## src/rtl/tdb_pkg.sv

```systemverilog
package tdb_pkg;
    localparam int NUM_LINES = 5;
    localparam int FIELD_W   = 3;
    localparam int CFG_W     = NUM_LINES * FIELD_W;
    localparam int SYNC_W    = 2;

    // field positions inside the configuration word (decoded by the lines)
    localparam int FLD_PIX_A = 0;
    localparam int FLD_PIX_B = 1;
    localparam int FLD_ALPHA = 2;
    localparam int FLD_FMT   = 3;
    localparam int FLD_RND   = 4;

    typedef enum logic {
        LD_ARMED = 1'b0,
        LD_HELD  = 1'b1
    } ld_state_t;
endpackage

```

## src/rtl/tdb_sync.sv

```systemverilog
module tdb_sync #(
    parameter int W      = 1,
    parameter int STAGES = 2
) (
    input  logic         clk,
    input  logic         rst_n,
    input  logic [W-1:0] d,
    output logic [W-1:0] q
);
    logic [W-1:0] pipe [STAGES];

    always_ff @(posedge clk or negedge rst_n) begin
        if (!rst_n) begin
            for (int k = 0; k < STAGES; k++) pipe[k] <= '0;
        end else begin
            pipe[0] <= d;
            for (int k = 1; k < STAGES; k++) pipe[k] <= pipe[k-1];
        end
    end

    assign q = pipe[STAGES-1];
endmodule

```

## src/rtl/tdb_loader.sv

```systemverilog
module tdb_loader
    import tdb_pkg::*;
#(
    parameter int WORD_W = CFG_W
) (
    input  logic              clk,
    input  logic              rst_n,
    input  logic              bypass,
    input  logic              strb_s,
    input  logic              bit_s,
    output logic              shift_en,
    output logic [WORD_W-1:0] cfg_q
);
    ld_state_t state, state_nx;

    // state register
    always_ff @(posedge clk or negedge rst_n) begin
        if (!rst_n) state <= LD_ARMED;
        else        state <= state_nx;
    end

    // transitions
    always_comb begin
        state_nx = state;
        unique case (state)
            LD_ARMED: if (strb_s)  state_nx = LD_HELD;
            LD_HELD:  if (!strb_s) state_nx = LD_ARMED;
        endcase
    end

    // outputs
    always_comb begin
        shift_en = 1'b0;
        unique case (state)
            LD_ARMED: shift_en = strb_s;
            LD_HELD:  shift_en = 1'b0;
        endcase
    end

    // configuration word: newest bit enters at the top
    always_ff @(posedge clk or negedge rst_n) begin
        if (!rst_n)        cfg_q <= '0;
        else if (bypass)   cfg_q <= '0;
        else if (shift_en) cfg_q <= {bit_s, cfg_q[WORD_W-1:1]};
    end
endmodule

```

## src/rtl/tdb_line.sv

```systemverilog
module tdb_line #(
    parameter int W     = 12,
    parameter int SEL_W = 3
) (
    input  logic             clk,
    input  logic             rst_n,
    input  logic [SEL_W-1:0] sel,
    input  logic [W-1:0]     din,
    output logic [W-1:0]     dout
);
    localparam int DEPTH = (1 << SEL_W) - 1;

    logic [W-1:0] stg [1:DEPTH];

    always_ff @(posedge clk or negedge rst_n) begin
        if (!rst_n) begin
            for (int k = 1; k <= DEPTH; k++) stg[k] <= '0;
        end else begin
            stg[1] <= din;
            for (int k = 2; k <= DEPTH; k++) stg[k] <= stg[k-1];
        end
    end

    always_comb begin
        dout = din;
        for (int k = 1; k <= DEPTH; k++)
            if (sel == SEL_W'(k)) dout = stg[k];
    end
endmodule

```

## src/rtl/tap_delay_bank.sv

```systemverilog
module tap_delay_bank
    import tdb_pkg::*;
#(
    parameter int PIX_W   = 12,
    parameter int ALPHA_W = 12,
    parameter int FMT_W   = 1,
    parameter int RND_W   = 2
) (
    input  logic               clk,
    input  logic               rst_n,
    input  logic               cfg_bit,
    input  logic               cfg_strobe,
    input  logic               bypass,
    input  logic [PIX_W-1:0]   pix_a_i,
    input  logic [PIX_W-1:0]   pix_b_i,
    input  logic [ALPHA_W-1:0] alpha_i,
    input  logic [FMT_W-1:0]   fmt_i,
    input  logic [RND_W-1:0]   rnd_i,
    output logic [PIX_W-1:0]   pix_a_o,
    output logic [PIX_W-1:0]   pix_b_o,
    output logic [ALPHA_W-1:0] alpha_o,
    output logic [FMT_W-1:0]   fmt_o,
    output logic [RND_W-1:0]   rnd_o
);
    logic [1:0]       sync_q;
    logic             strb_s;
    logic             bit_s;
    logic             shift_en;
    logic [CFG_W-1:0] cfg_q;

    tdb_sync #(.W(2), .STAGES(SYNC_W)) u_sync (
        .clk(clk), .rst_n(rst_n),
        .d({cfg_strobe, cfg_bit}), .q(sync_q)
    );
    assign strb_s = sync_q[1];
    assign bit_s  = sync_q[0];

    tdb_loader #(.WORD_W(CFG_W)) u_loader (
        .clk(clk), .rst_n(rst_n), .bypass(bypass),
        .strb_s(strb_s), .bit_s(bit_s),
        .shift_en(shift_en), .cfg_q(cfg_q)
    );

    tdb_line #(.W(PIX_W), .SEL_W(FIELD_W)) u_line_a (
        .clk(clk), .rst_n(rst_n),
        .sel(cfg_q[FLD_PIX_A*FIELD_W +: FIELD_W]),
        .din(pix_a_i), .dout(pix_a_o)
    );
    tdb_line #(.W(PIX_W), .SEL_W(FIELD_W)) u_line_b (
        .clk(clk), .rst_n(rst_n),
        .sel(cfg_q[FLD_PIX_B*FIELD_W +: FIELD_W]),
        .din(pix_b_i), .dout(pix_b_o)
    );
    tdb_line #(.W(ALPHA_W), .SEL_W(FIELD_W)) u_line_alpha (
        .clk(clk), .rst_n(rst_n),
        .sel(cfg_q[FLD_ALPHA*FIELD_W +: FIELD_W]),
        .din(alpha_i), .dout(alpha_o)
    );
    tdb_line #(.W(FMT_W), .SEL_W(FIELD_W)) u_line_fmt (
        .clk(clk), .rst_n(rst_n),
        .sel(cfg_q[FLD_FMT*FIELD_W +: FIELD_W]),
        .din(fmt_i), .dout(fmt_o)
    );
    tdb_line #(.W(RND_W), .SEL_W(FIELD_W)) u_line_rnd (
        .clk(clk), .rst_n(rst_n),
        .sel(cfg_q[FLD_RND*FIELD_W +: FIELD_W]),
        .din(rnd_i), .dout(rnd_o)
    );
endmodule

```

## config.mk

```make
export PLATFORM = sky130hd
export DESIGN_NAME = tap_delay_bank
export DESIGN_NICKNAME = d
export VERILOG_FILES = /design/src/rtl/tdb_pkg.sv /design/src/rtl/tdb_sync.sv /design/src/rtl/tdb_loader.sv /design/src/rtl/tdb_line.sv /design/src/rtl/tap_delay_bank.sv
export SDC_FILE = /design/constraint.sdc
export NUM_CORES = 1
export LEC_CHECK = 0
export BUFFER_PORTS_ARGS = -buffer_cell sky130_fd_sc_hd__buf_2
export CORE_AREA = 2 2 136 138
export CTS_BUF_LIST = sky130_fd_sc_hd__clkbuf_4
export DETAILED_ROUTE_END_ITERATION = 12
export DIE_AREA = 0 0 138 140
export PLACE_DENSITY = 0.79
export SYNTH_ARGS = -nofsm -noshare
export SYNTH_HDL_FRONTEND = slang
export SYNTH_SLANG_ARGS = --single-unit
```

## constraint.sdc

```tcl
create_clock -name clk -period 1.8 [get_ports clk]
set_input_delay 0.18 -clock clk [delete_from_list [all_inputs] [get_ports clk]]
set_output_delay 0.18 -clock clk [all_outputs]
set_load 0.02 [all_outputs]
```

==> results.yml, run 1 <==
critical_path:
  crit_path_start_kind: "flop"
  crit_path_top_delay_cell: "nor4b_1"
  r2r_setup_slack_ps: 450
  end_kind: "primary output"
  endpoint: "pix_a_o[8]"
  r2r_cells: 3
  r2r_start: "u_sync.q[1]$_DFF_PN0_"
  critPathLaunch: "u_loader.cfg_q[2]$_DFFE_PN0P_"
  worstSetupPathType: "flop to primary output"
  slowest_delay_ps: 500
  crit_required_ps: 1620
  cp.arrival_ps: 2480
  r2r_end: "u_loader.cfg_q[8]$_DFFE_PN0P_"
  cp_max_fo: 25
  cp_cell_sequence: "buf_6 > nor4b_1 > nor4_2 > o211a_1 > o22a_1 > buf_2"
detailed_routing:
  wirelength_um: 28000
  initialDrtViolationCount: 549
  vias_per_cell: 6.18
  drc_errors: 0
  post_drt_wl_per_cell_um: 23.6
  ant_nets: 0
  firstDrtPassIters: 7
  vias: 7352
place:
  placed_cells: 995
  port_buffers: 82
  place.gp.congestion: 0.803
  dpl_worst_slack_ps: -271
  hpwl_um: 13800
clock_network:
  tritoncts: "done"
  cts_buffers: 73
  cts_buffer_depth: 3
  cts.sinks: 293
  clk_pin_slew_ps: 70
  h-tree-depth: 3
  cts-root-buf: "clkbuf_4"
  clkLatencyLatePin_ps: 680
sta:
  max_freq_ghz: 0.376
  tightest_slew_ps: 692
  period_needed_ps: 2660
  drv_slew: 0
  setup_viol: 39
  fin_skew_ps: 34.8
  slew-limit-headroom_pct: 53.9
  rsz0062_at_grt: "yes"
  hold_viol: 0
  setup_ws_ps: -857
  post-route-period-util_pct: 148
cells_and_area:
  multi_input_area_um2: 3510
  final_cells: 1190
  fill_cells: 943
  seq_area_um2: 7340
  final_nets: 961
  drive_gt1_share_pct: 43.3
  synthToLayoutAreaGrowth_pct: 32.2
synthesis:
  synth_nets: 738
  netlist_area_um2: 10600
  seq_area_frac_synth_pct: 69.2
  avgSynthCellArea_um2: 15.3
  post_synth_num_cell_types: 38
  synth_cells: 694
  synth-seq-cells: 293
  yosysWarningCount: 0
global_routing:
  first_global_vias: 7859
  grt_max_degree: 66
  overflow: 0
  antenna_found_initial: 2
  grt_usage_pct: 27.3
  grt_pass1_wl_um: 41600
floorplanning:
  die_h_um: 140
  rows: 49
  io_pins: 83
  core_area_um2: 17800
  start_util_pct: 59.6
  die_x_um: 138
  dieArea_um2: 19300
pwr:
  p_total_mw: 13.8
  power_density_nw_per_um2: 986
  peakVddDrop_v: 0.000953
  p_leak_nw: 6.11
worst_hold_path:
  hp-class: "primary input to async pin"
run_status:
  status: "finished, violations left"
  failed_checks: "negative setup slack"
run:
  drv_cap: 0
## registers in the layout (all words and copies together), names as in the netlist, 2 cells and up
signal / flops
u_line_a.stg: 84
u_line_alpha.stg: 84
u_line_b.stg: 84
u_loader.cfg_q: 15
u_line_rnd.stg: 14
u_line_fmt.stg: 7
u_sync.pipe: 2
u_sync.q: 2
## layout by cell type (no fill, tap or decap), types with 7 or more instances in the layout
master         instances
a211oi_2               9
a21oi_1               15
a221oi_2               9
a31oi_1               11
a32oi_1                9
and3b_1                7
buf_12                11
buf_2                 45
buf_4                 44
buf_6                 45
clkbuf_4             106
dfrtp_1              287
dlygate4sd3_1         43
inv_1                 11
mux2_4                24
mux2i_1               13
mux4_2                30
nand2_1               46
nor2_1                16
nor2b_1               15
nor4b_2                8
o211a_1                7
o21a_1                 7
o21ai_1                8
o22a_1                14
## layout make-up
cell class	instances	area share [%]
Sequential cell	293	52.4
Multi-Input combinational cell	341	25.1
Timing Repair Buffer	197	13.4
Clock buffer	106	5.68
Tap cell	229	2.04
Clock inverter	11	1.05
Inverter	11	0.295
Antenna cell	2	0.0357
## layer usage
metal	up-vias	track usage (%)	routed length [µm]
met5	-	0	0
met4	0	12.7	947
met3	82	6.02	1790
met2	380	45.6	14500
met1	3847	34.8	10800
li1	3043	-	-
## through the flow
stage | TNS (ps) | utilization (%) | hold slack (ps) | area (µm²)
after detailed placement | -3680 | 64.2 | 177 | 11400
after global routing | -27960 | 78.8 | 105 | 14000
after CTS | -24650 | 76.5 | 59.4 | 13600
final | -25070 | 78.8 | 64.0 | 14000
after global placement | -2320 | 64.2 | 161 | 11400
after floorplan | 0 | - | -116 | 10600
## power by group
part / leakage [nW] / total, mW / internal [mW] / switching [mW]
logic: 2.12 / 0.792 / 0.382 / 0.410
clock network: 0.560 / 5.92 / 3.25 / 2.67
registers: 3.44 / 7.11 / 6.90 / 0.204
## critical path: cells and delay by family (launching register included)
kind | cells | cell delay (ps)
simple gates | 2 | 630
compound gates | 2 | 350
flops | 1 | 470
buf+inv | 2 | 370
## cell usage after synthesis
library cell  count  area [µm²]
buf_6             4        45.0
and2_1            2        12.5
a32oi_1          10        87.6
nand2b_4          1        13.8
buf_4             6        45.0
mux4_2           13         293
or2_2             1        6.26
buf_2            18        90.1
a21oi_1          15        75.1
and3b_1           8        70.1
o211a_1           7        70.1
mux4_1           17         447
inv_1            11        41.3
nor4bb_1          3        30.0
buf_12            1        20.0
clkbuf_1         18        67.6
mux2i_1          17         170
nor4_1           17         106
a32o_1            6        60.1
mux2_2           28         315
nor4b_1          10        87.6
o21a_1            7        52.6
and3_1            4        25.0
buf_1             3        11.3
a221oi_1         11        96.3
o22a_1           14         123
a211oi_1         11        82.6
nand2_1          48         180
dfrtp_1         293        7330
a31oi_1          11        68.8
nand3b_1          3        22.5
o211ai_1          6        45.0
o21ai_0          15        75.1
a22oi_1           3        22.5
nand2b_1          3        18.8
nor2b_1          20         125
o221ai_1         11        96.3
nor2_1           18        67.6
## worst min path at each step
stage	depth (start not counted)	slack, ps	end
CTS	2	60	u_line_a.stg[43]$_DFF_PN0_
global route	2	110	u_line_a.stg[65]$_DFF_PN0_
floorplan	0	-120	u_line_a.stg[0]$_DFF_PN0_
global placement	1	160	u_line_alpha.stg[35]$_DFF_PN0_
finish	2	60	u_line_alpha.stg[2]$_DFF_PN0_
detailed placement	1	180	u_line_alpha.stg[35]$_DFF_PN0_
## cells by family after synthesis
kind of cell / count (synthesis) / share of synthesized area (%)
compound gates: 127 / 9.01
buf+inv: 61 / 3.02
flops: 293 / 69.2
mux: 75 / 11.6
simple gates: 138 / 7.23
## timing repair
| action | CTS | global route |
|---|---|---|
| hold endpoints to repair | 349 | 0 |
| endpoints found under the setup margin | 39 | 39 |
| gates resized for setup | 184 | 83 |
| buffers inserted | 16 | 12 |
| pin swaps | 50 | 35 |
| cloned | 8 | 1 |
| hold buffers | 43 | 0 |
Note: power is estimated with default switching activity, not from simulation.
==> run 2: changes to the inputs <==
CORE_AREA = 2 2 134 136   (was 2 2 136 138)
DIE_AREA = 0 0 136 138   (was 0 0 138 140)
PLACE_DENSITY = 0.81   (was 0.79)
==> run 2 against run 1 <==
The run still ends with negative setup slack left; die area is 2.9% lower; sequential cell count stayed put; utilization is 0.38 points higher; routed wire length is 3.9% lower; power is 4.6% lower; critical path depth is 1 lower; maximum frequency is 4.1% higher; sequential share of layout area is 0.49 points higher; non-clock buffer count is 1 higher; register-to-register slack hardly changed; critical endpoint is now pix_a_o[5]; largest cell class unchanged.
==> results.yml, run 2 (synthesized netlist as in run 1, its figures left out) <==
global_routing:
  grt_usage_pct: 28.1
  grt_pass1_wl_um: 41000
  overflow: 0
  first_global_vias: 7742
  antenna_found_initial: 2
  grt_max_degree: 76
floorplanning:
  die_x_um: 136
  core_area_um2: 17500
  rows: 49
  dieArea_um2: 18800
  die_h_um: 138
  io_pins: 83
  start_util_pct: 60.4
pwr:
  peakVddDrop_v: 0.000641
  power_density_nw_per_um2: 949
  p_leak_nw: 6.04
  p_total_mw: 13.2
detailed_routing:
  post_drt_wl_per_cell_um: 22.7
  vias: 7117
  firstDrtPassIters: 5
  vias_per_cell: 5.99
  initialDrtViolationCount: 461
  ant_nets: 0
  drc_errors: 0
  wirelength_um: 26900
place:
  dpl_worst_slack_ps: -303
  hpwl_um: 13300
  place.gp.congestion: 0.841
  port_buffers: 82
  place_area_um2: 11400
cells_and_area:
  reg_top3: "u_line_a.stg: 84 flops, u_line_alpha.stg: 84 flops, u_line_b.stg: 84 flops"
  synthToLayoutAreaGrowth_pct: 31.0
  final_common_cell: "dfrtp_1"
  finalInstanceArea_um2: 13900
  fin_util_pct: 79.2
  final_cell_mix: "dfrtp_1 (285), clkbuf_4 (101), buf_4 (49), nand2_1 (47), buf_2 (45)"
  drive_gt1_share_pct: 41.5
  final_nets: 961
critical_path:
  cp_cell_sequence: "and3b_4 > nor4_2 > o211ai_1 > a32o_1 > buf_2"
  crit_buf_inv: 1
  r2r_setup_slack_ps: 450
  end_kind: "primary output"
  worstSetupPathType: "flop to primary output"
  crit_path_start_kind: "flop"
  crit_path_top_delay_cell: "dfrtp_2"
  cp.arrival_ps: 2370
  r2r_end: "u_loader.cfg_q[12]$_DFFE_PN0P_"
  slowest_delay_ps: 520
  r2r_cells: 3
  critical_path.top_delay_family: "simple AND/OR/NAND/NOR gates"
  r2r_start: "u_sync.q[1]$_DFF_PN0_"
  crit_required_ps: 1620
  cp_max_fo: 10
run_status:
  failed_checks: "negative setup slack"
  status: "finished, violations left"
clock_network:
  clkLatencyLatePin_ps: 680
  tritoncts: "done"
  h-tree-depth: 3
  cts_buffers: 73
  cts.sinks: 293
  cts_buffer_depth: 3
  clk_pin_slew_ps: 80
  cts-root-buf: "clkbuf_4"
sta:
  period_needed_ps: 2550
  tightest_slew_ps: 649
  drv_slew: 0
  rsz0062_at_grt: "yes"
  fin_skew_ps: 34.5
  setup_viol: 39
  slew-limit-headroom_pct: 56.8
  post-route-period-util_pct: 142
  max_freq_ghz: 0.392
  hold_viol: 0
  setup_ws_ps: -752
  hold-worst-slack_ps: 36.0
run:
  drv_cap: 0
worst_hold_path:
  hp-class: "primary input to async pin"
[run 2: area by class of cell]
cell class              instances  area, µm²
clock buffers                 101        758
flip-flops and latches        293       7340
fillers                       945       3650
repair buffers                198       1930
multi-input cells             340       3440
well taps                     229        287
inverters                      11       41.3
clock inverters                15       83.8
diodes                          2       5.00
[run 2: routing by layer]
layer | up-vias | track usage (%) | share of wire (%)
li1 | 3032 | - | -
met4 | 0 | 10.8 | 2.5
met1 | 3722 | 38.9 | 40
met3 | 59 | 6.31 | 5.8
met2 | 304 | 44.3 | 52
met5 | - | 0 | 0
[run 2: worst max path at each step]
stage / start / cells after the start / to
global placement: u_loader.cfg_q[6]$_DFFE_PN0P_ / 4 / alpha_o[5]
floorplan: u_loader.cfg_q[6]$_DFFE_PN0P_ / 5 / alpha_o[10]
global route: u_loader.cfg_q[0]$_DFFE_PN0P_ / 5 / pix_a_o[5]
finish: u_loader.cfg_q[0]$_DFFE_PN0P_ / 5 / pix_a_o[5]
CTS: u_loader.cfg_q[3]$_DFFE_PN0P_ / 4 / pix_b_o[9]
detailed placement: u_loader.cfg_q[7]$_DFFE_PN0P_ / 4 / alpha_o[5]
[run 2: power breakdown]
part           leakage [nW]  switching [mW]  internal (mW)
Combinational          2.10           0.392          0.365
Sequential             3.44           0.205           6.90
Clock                 0.506            2.60           2.71
Total                  6.04            3.20           9.98
[run 2: through the flow]
step,std cells,TNS [ps]
2_1_floorplan,694,0
3_3_place_gp,997,-3000
3_5_place_dp,997,-4590
4_1_cts,1178,-24260
5_1_grt,1189,-27720
6_report,1189,-24010
[run 2: repair_timing]
action,4_1_cts,5_1_grt
pin swaps,53,12
hold buffers,43,0
setup endpoints to repair,39,39
gates resized for setup,193,52
buffers inserted,18,6
cloned,4,3
hold endpoints to repair,349,0
